--- src/rtl/ssp_pkg.sv ---
`timescale 1ns/1ps
package ssp_pkg;
  localparam int WORD_W = 16;

  typedef struct packed {
    logic txonly;
    logic rie;
    logic tie;
    logic interval;
    logic wlen16;
  } ssp_ctl_t;

  // Index of the last bit in a word, used as the bit-counter load value.
  function automatic logic [3:0] last_bit_idx(input logic wide);
    return wide ? 4'd15 : 4'd7;
  endfunction

  // Left-align a word so the first bit to send sits at the top.
  function automatic logic [WORD_W-1:0] tx_align(input logic [WORD_W-1:0] w, input logic wide);
    return wide ? w : {w[7:0], 8'h00};
  endfunction

  // Clear the unused upper byte of a received narrow word.
  function automatic logic [WORD_W-1:0] rx_trim(input logic [WORD_W-1:0] w, input logic wide);
    return wide ? w : {8'h00, w[7:0]};
  endfunction
endpackage

--- src/rtl/ssp_fifo.sv ---
`timescale 1ns/1ps
module ssp_fifo #(
  parameter int W     = 16,
  parameter int DEPTH = 4
) (
  input  logic                         clk,
  input  logic                         rst_n,
  input  logic                         push,
  input  logic [W-1:0]                 din,
  input  logic                         pop,
  output logic [W-1:0]                 dout,
  output logic                         empty,
  output logic                         full,
  output logic [$clog2(DEPTH+1)-1:0]   count
);
  localparam int AW = (DEPTH > 1) ? $clog2(DEPTH) : 1;
  localparam int CW = $clog2(DEPTH+1);

  logic [W-1:0]  mem [DEPTH];
  logic [AW-1:0] rp, wp;
  logic          do_push, do_pop;

  function automatic logic [AW-1:0] nxt(input logic [AW-1:0] p);
    return (p == AW'(DEPTH-1)) ? '0 : p + 1'b1;
  endfunction

  assign full    = (count == CW'(DEPTH));
  assign empty   = (count == '0);
  assign do_push = push && !full;
  assign do_pop  = pop && !empty;
  assign dout    = mem[rp];

  always_ff @(posedge clk) begin
    if (do_push) mem[wp] <= din;
  end

  always_ff @(posedge clk or negedge rst_n) begin
    if (!rst_n) begin
      rp    <= '0;
      wp    <= '0;
      count <= '0;
    end else begin
      if (do_push) wp <= nxt(wp);
      if (do_pop)  rp <= nxt(rp);
      case ({do_push, do_pop})
        2'b10:   count <= count + 1'b1;
        2'b01:   count <= count - 1'b1;
        default: count <= count;
      endcase
    end
  end


  push_full_chk: assert property (@(posedge clk) disable iff (!rst_n)
    (push && full && !pop) |=> (count == $past(count)));


  pop_empty_chk: assert property (@(posedge clk) disable iff (!rst_n)
    (pop && empty && !push) |=> (count == $past(count)));
endmodule

--- src/rtl/ssp_tx.sv ---
`timescale 1ns/1ps
module ssp_tx
  import ssp_pkg::*;
(
  input  logic              clk,
  input  logic              rst_n,
  input  logic              sck_rise,
  input  logic              sck_fall,
  input  logic              fs,
  input  logic              interval,
  input  logic              wide,
  input  logic              fifo_empty,
  input  logic [WORD_W-1:0] fifo_dout,
  output logic              fifo_pop,
  output logic              load_evt,
  output logic              sd_out
);
  logic              armed, active;
  logic [3:0]        cnt;
  logic [WORD_W-1:0] sh;
  logic              word_end, chain;

  assign word_end = active && (cnt == 4'd0);
  assign chain    = word_end && !interval && !fifo_empty;
  assign load_evt = sck_fall && (armed || chain);
  assign fifo_pop = load_evt;
  assign sd_out   = sh[WORD_W-1];

  always_ff @(posedge clk or negedge rst_n) begin
    if (!rst_n) begin
      armed  <= 1'b0;
      active <= 1'b0;
      cnt    <= '0;
      sh     <= '0;
    end else begin
      if (sck_rise && !active && !armed && fs && !fifo_empty)
        armed <= 1'b1;
      if (sck_fall) begin
        if (armed || chain) begin
          sh     <= tx_align(fifo_dout, wide);
          cnt    <= last_bit_idx(wide);
          active <= 1'b1;
          armed  <= 1'b0;
        end else if (word_end) begin
          active <= 1'b0;
          sh     <= '0;
        end else if (active) begin
          sh  <= sh << 1;
          cnt <= cnt - 1'b1;
        end
      end
    end
  end


  tx_load_nonempty_chk: assert property (@(posedge clk) disable iff (!rst_n)
    load_evt |-> !fifo_empty);


  tx_interval_stop_chk: assert property (@(posedge clk) disable iff (!rst_n)
    (sck_fall && word_end && interval && !armed) |=> !active);
endmodule

--- src/rtl/ssp_rx.sv ---
`timescale 1ns/1ps
module ssp_rx
  import ssp_pkg::*;
#(
  parameter int DEPTH = 4
) (
  input  logic                       clk,
  input  logic                       rst_n,
  input  logic                       sck_rise,
  input  logic                       fs,
  input  logic                       sd_in,
  input  logic                       interval,
  input  logic                       wide,
  input  logic                       enable,
  input  logic [$clog2(DEPTH+1)-1:0] fifo_count,
  output logic                       push,
  output logic [WORD_W-1:0]          push_data
);
  localparam int CW = $clog2(DEPTH+1);

  logic              active;
  logic [3:0]        cnt;
  logic [WORD_W-1:0] sh, sh_next;
  logic              stop_after;

  assign sh_next    = {sh[WORD_W-2:0], sd_in};
  assign push       = sck_rise && active && (cnt == 4'd0);
  assign push_data  = rx_trim(sh_next, wide);
  assign stop_after = interval || (fifo_count >= CW'(DEPTH-1));

  always_ff @(posedge clk or negedge rst_n) begin
    if (!rst_n) begin
      active <= 1'b0;
      cnt    <= '0;
      sh     <= '0;
    end else if (sck_rise) begin
      if (active) begin
        sh <= sh_next;
        if (cnt == 4'd0) begin
          if (stop_after) active <= 1'b0;
          else            cnt    <= last_bit_idx(wide);
        end else begin
          cnt <= cnt - 1'b1;
        end
      end else if (fs && enable) begin
        active <= 1'b1;
        cnt    <= last_bit_idx(wide);
        sh     <= '0;
      end
    end
  end


  rx_full_stop_chk: assert property (@(posedge clk) disable iff (!rst_n)
    (push && !interval && (fifo_count == CW'(DEPTH-1))) |=> !active);
endmodule

--- src/rtl/ssp_port.sv ---
`timescale 1ns/1ps
module ssp_port
  import ssp_pkg::*;
#(
  parameter int FIFO_DEPTH = 4
) (
  input  logic        clk,
  input  logic        rst_n,
  input  logic        reg_wr,
  input  logic        reg_rd,
  input  logic [1:0]  reg_addr,
  input  logic [15:0] reg_wdata,
  output logic [15:0] reg_rdata,
  input  logic        sck,
  input  logic        tx_fs,
  input  logic        rx_fs,
  input  logic        sd_in,
  output logic        sd_out,
  output logic        irq_tx,
  output logic        irq_rx
);
  localparam int CW = $clog2(FIFO_DEPTH+1);
  localparam logic [1:0] A_CTL = 2'd0, A_TXD = 2'd1, A_RXD = 2'd2, A_STS = 2'd3;

  ssp_ctl_t          ctl;
  logic              sck_q, sck_rise, sck_fall;
  logic              tx_push, tx_pop, tx_empty, tx_full, tx_load;
  logic [WORD_W-1:0] tx_dout;
  logic [CW-1:0]     tx_count;
  logic              rx_push, rx_pop, rx_empty, rx_full;
  logic [WORD_W-1:0] rx_din, rx_dout;
  logic [CW-1:0]     rx_count;

  assign sck_rise = sck && !sck_q;
  assign sck_fall = !sck && sck_q;
  assign tx_push  = reg_wr && (reg_addr == A_TXD);
  assign rx_pop   = reg_rd && (reg_addr == A_RXD);
  assign irq_tx   = ctl.tie && tx_empty;
  assign irq_rx   = ctl.rie && rx_full;

  always_ff @(posedge clk or negedge rst_n) begin
    if (!rst_n) begin
      sck_q <= 1'b0;
      ctl   <= '0;
    end else begin
      sck_q <= sck;
      if (reg_wr && reg_addr == A_CTL)
        ctl <= {reg_wdata[4], reg_wdata[3], reg_wdata[2],
                reg_wdata[1] & ~reg_wdata[4], reg_wdata[0]};
    end
  end

  always_comb begin
    case (reg_addr)
      A_CTL:   reg_rdata = {11'd0, ctl};
      A_RXD:   reg_rdata = rx_dout;
      A_STS:   reg_rdata = {12'd0, rx_full, rx_empty, tx_full, tx_empty};
      default: reg_rdata = '0;
    endcase
  end

  ssp_fifo #(.W(WORD_W), .DEPTH(FIFO_DEPTH)) u_txq (
    .clk(clk), .rst_n(rst_n), .push(tx_push), .din(reg_wdata), .pop(tx_pop),
    .dout(tx_dout), .empty(tx_empty), .full(tx_full), .count(tx_count));

  ssp_fifo #(.W(WORD_W), .DEPTH(FIFO_DEPTH)) u_rxq (
    .clk(clk), .rst_n(rst_n), .push(rx_push), .din(rx_din), .pop(rx_pop),
    .dout(rx_dout), .empty(rx_empty), .full(rx_full), .count(rx_count));

  ssp_tx u_tx (
    .clk(clk), .rst_n(rst_n), .sck_rise(sck_rise), .sck_fall(sck_fall),
    .fs(tx_fs), .interval(ctl.interval), .wide(ctl.wlen16),
    .fifo_empty(tx_empty), .fifo_dout(tx_dout), .fifo_pop(tx_pop),
    .load_evt(tx_load), .sd_out(sd_out));

  ssp_rx #(.DEPTH(FIFO_DEPTH)) u_rx (
    .clk(clk), .rst_n(rst_n), .sck_rise(sck_rise), .fs(rx_fs), .sd_in(sd_in),
    .interval(ctl.interval), .wide(ctl.wlen16), .enable(!ctl.txonly),
    .fifo_count(rx_count), .push(rx_push), .push_data(rx_din));


  txonly_interval_chk: assert property (@(posedge clk) disable iff (!rst_n)
    ctl.txonly |-> !ctl.interval);


  tx_irq_chk: assert property (@(posedge clk) disable iff (!rst_n)
    $rose(irq_tx) |-> tx_empty);


  rx_irq_chk: assert property (@(posedge clk) disable iff (!rst_n)
    $rose(irq_rx) |-> rx_full);


  tx_change_on_fall_chk: assert property (@(posedge clk) disable iff (!rst_n)
    (!sck_fall && !tx_load) |=> $stable(sd_out));
endmodule

--- config.mk ---
export PLATFORM = sky130hd
export DESIGN_NAME = ssp_port
export DESIGN_NICKNAME = d
export VERILOG_FILES = /design/src/rtl/ssp_pkg.sv /design/src/rtl/ssp_fifo.sv /design/src/rtl/ssp_tx.sv /design/src/rtl/ssp_rx.sv /design/src/rtl/ssp_port.sv
export SDC_FILE = /design/constraint.sdc
export NUM_CORES = 1
export LEC_CHECK = 0
export BUFFER_PORTS_ARGS = -buffer_cell sky130_fd_sc_hd__buf_4
export CELL_PAD_IN_SITES_DETAIL_PLACEMENT = 0
export CELL_PAD_IN_SITES_GLOBAL_PLACEMENT = 1
export CORE_MARGIN = 5
export CORE_UTILIZATION = 52
export CTS_CLUSTER_SIZE = 40
export DETAILED_ROUTE_END_ITERATION = 8
export PLACE_DENSITY_LB_ADDON = 0.05
export SLEW_MARGIN = 0
export SYNTH_ARGS = -nofsm -noshare
export SYNTH_HDL_FRONTEND = slang
export SYNTH_SLANG_ARGS = --single-unit
--- constraint.sdc ---
create_clock -name clk -period 6.5 [get_ports clk]
set_clock_uncertainty 0.2 [all_clocks]
set_input_delay 1.3 -clock clk [delete_from_list [all_inputs] [get_ports clk]]
set_output_delay 1.3 -clock clk [all_outputs]
set_load 0.03 [all_outputs]
==> metrics <==
status=complete, no violations; Post-Place Setup Slack=2179 ps; Async SR Flop Fraction=0.3263; Ports=45; initial antenna violation count=0; FMAX=0.2367 GHz; final setup vio count=0; Root Driver=clkbuf_16; Detailed Routing Iterations Pass 1=4; clk sinks=190; first-pass GRT wire length=24740 um; TritonCTS clock tree=built; total track usage=0.1815; top-area cell type share of the netlist area=0.4805; clock buffer depth=2; die height=134.0 um; DR vias/cell=5.847; Slew HR=0.2944; largest net degree at the start of global routing=63; Final Critical Period=4224 ps; synthesis-to-finish area growth=12.45%; GR Overflow Total=0; dominant synthesized flop cell=edfxtp_1; Syn Inst Count=497; hold crit path type=reg -> reg; post-synthesis sequential area ratio=0.6744; Worst-Skew Late Latency=430 ps; hold_ws=283.6 ps; clk slew on worst S/H paths=70 ps; max-cap violation count=0; Final WS setup=2276 ps; EDFF count, synth=128; site row count=45; R2R Setup Slk=3650 ps; Synth cell types=52; Hold Fails Final Rpt=0; # H-tree levels=4; Starting Density=0.5282; Power Dens Cells=381.0 nW/um2; cell taking the most area after synthesis=edfxtp_1; Critical Path AT=2720 ps; total CTS buffers=17; Crit. End Element=output port; Nets=579; CP Launch Type=input port; Core Util, Final=0.5940; RePlAce Congestion=0.7953; vias in the first global route=4485; max-slew violation count=0; DR DRC count=0; n_diodes=0; P_leak=3.402 nW; synth warn=0; Hold Crit Start=u_tx.sh[0]$_DFFE_PN0P_; r2r startpoint=u_tx.cnt[0]$_DFFE_PN0P_; type of the worst setup path=in -> out; post-DP HPWL=9804 um; core area=15150 um2; port bufs=44; worst path required time=5000 ps; placed cell count=705; Die X=134.0 um; Worst-Margin Slew=1058 ps; FF-to-FF End=u_txq.count[2]$_DFFE_PN0P_; share of post-route cells with drive strength above 1=0.2332; RSZ-0062 raised after global routing=false; routed via count=4309; Routed WL per cell=20.68 um; synthesized area=8000 um2; DRT antenna net count=0; post_cts resized=0; period utilization=0.6499; synth top area cells=edfxtp_1 (48%), dfrtp_1 (19%), mux4_2 (8.7%); DR iter-0 viols=353; total die area=17970 um2; DRT Wirelength=15240 um; worst-path maximum fanout=14; Syn Nets=540; Min-Delay Path Depth=2; Seq cells post-synth=190; CTS Hold Bufs=0; Final TNS setup=0 ps; R2R depth=12; Hold Path Sink=u_tx.sh[0]$_DFFE_PN0P_; Post-CTS Setup Bufs=0; Post-Syn Area per Cell=16.10 um2; Peak VDD IR=0.0002136 V; fin cells=737
==> cell families after synthesis <==
group                      after synthesis  synth area share
muxes                                   55            0.1192
xor gates and xnor gates                 6          0.006569
DFF                                    190            0.6744
and+or+nand+nor                        104           0.07304
adders and majority gates               17           0.02846
AOI/OAI and AO/OA                       79           0.07116
buffers and inverters                   46           0.02721
==> sequential cells by signal, indices dropped and copies added, names as in the netlist, 2 cells and up <==
register / count
u_tx.sh: 16
ctl: 5
u_txq.rp: 2
u_txq.count: 3
u_tx.cnt: 4
u_rx.sh: 15
u_rx.cnt: 4
u_rxq.rp: 2
u_rxq.mem: 64
u_txq.mem: 64
u_txq.wp: 2
u_rxq.count: 3
u_rxq.wp: 2
==> Yosys cell counts (2+ instances only) <==
cell type,number
nand2_1,26
a31oi_1,3
and2_1,29
nand3b_1,2
mux4_2,31
xor2_1,4
o21ai_1,8
a21oi_1,4
nor3_1,4
mux2i_1,12
fa_1,2
o21ai_0,13
buf_6,2
nand2b_1,3
nor3_4,2
nor4_1,2
a22oi_1,16
a2bb2oi_1,2
nor2b_1,5
nand3_1,6
buf_4,5
o2111ai_1,7
mux2_2,12
buf_2,9
xnor2_1,2
edfxtp_1,128
clkbuf_1,10
ha_1,15
a22o_1,15
dfrtp_1,62
inv_1,19
nor2_1,17
==> final cells by class <==
type	instances	area [um2]
well taps	188	235.2
repair buffers	46	345.3
flip-flops and latches	190	5395
fillers	1173	6150
clock buffers	19	432.9
multi-input cells	261	2391
clock inverters	13	121.4
inverters	20	75.07
==> routing by layer <==
| metal | track usage | up-vias | routed length [um] |
|---|---|---|---|
| met5 | 0 | - | 0 |
| met4 | 0.04468 | 0 | 146 |
| met3 | 0.05439 | 9 | 794 |
| met2 | 0.2667 | 101 | 6942 |
| met1 | 0.2697 | 2211 | 7358 |
| li1 | - | 1988 | - |
==> cells in the final DEF (no fill, tap or decap), types with 2 or more instances in the layout <==
master | Yosys | layout
nand3_1 | 6 | 6
inv_6 | 0 | 4
buf_4 | 5 | 46
dfrtp_1 | 62 | 62
nor2b_1 | 5 | 5
inv_8 | 0 | 4
clkbuf_16 | 0 | 17
nor3_1 | 4 | 4
mux2_2 | 12 | 12
ha_1 | 15 | 15
fa_1 | 2 | 2
clkbuf_1 | 10 | 2
mux2i_1 | 12 | 12
a22o_1 | 15 | 15
and2_1 | 29 | 29
o2111ai_1 | 7 | 7
xor2_1 | 4 | 4
a31oi_1 | 3 | 3
xnor2_1 | 2 | 2
nor4_1 | 2 | 2
clkinvlp_4 | 0 | 2
a22oi_1 | 16 | 16
nor3_4 | 2 | 2
o21ai_1 | 8 | 8
clkinv_4 | 0 | 3
edfxtp_1 | 128 | 128
nand2_1 | 26 | 26
a21oi_1 | 4 | 4
a2bb2oi_1 | 2 | 2
o21ai_2 | 1 | 2
o21ai_0 | 13 | 12
nor2_1 | 17 | 17
mux4_2 | 31 | 31
nand3b_1 | 2 | 2
nand2b_1 | 3 | 3
inv_1 | 19 | 19
==> through the flow <==
step           area [um2]  total power, mW
6_report             8996            3.427
5_1_grt              8996            3.624
4_1_cts              8996            3.465
3_5_place_dp         8442            2.486
3_3_place_gp         8442            2.466
2_1_floorplan        8000            2.251
==> how the worst max path moves through the flow <==
stage | endpoint | startpoint | cells after the start | slack [ps]
6_report | reg_rdata[0] | reg_addr[1] | 5 | 2280
5_1_grt | reg_rdata[0] | reg_addr[1] | 5 | 2040
4_1_cts | reg_rdata[0] | reg_addr[1] | 5 | 2170
3_3_place_gp | reg_rdata[9] | reg_addr[1] | 4 | 2190
2_1_floorplan | reg_rdata[0] | reg_addr[1] | 5 | 2760
3_5_place_dp | reg_rdata[0] | reg_addr[1] | 5 | 2180
==> worst max-delay path, cell delays in order <==
cell and delay [ps]:
buf_4 140, nor2b_1 830, nand2_1 130, nand3_1 150, buf_4 170
==> power by group <==
| part | total, mW | internal [mW] | switching, mW |
|---|---|---|---|
| Combinational | 0.783 | 0.399 | 0.384 |
| Clock | 0.982 | 0.507 | 0.475 |
| Sequential | 1.66 | 1.45 | 0.213 |
Note: power is estimated with default switching activity, not from simulation.
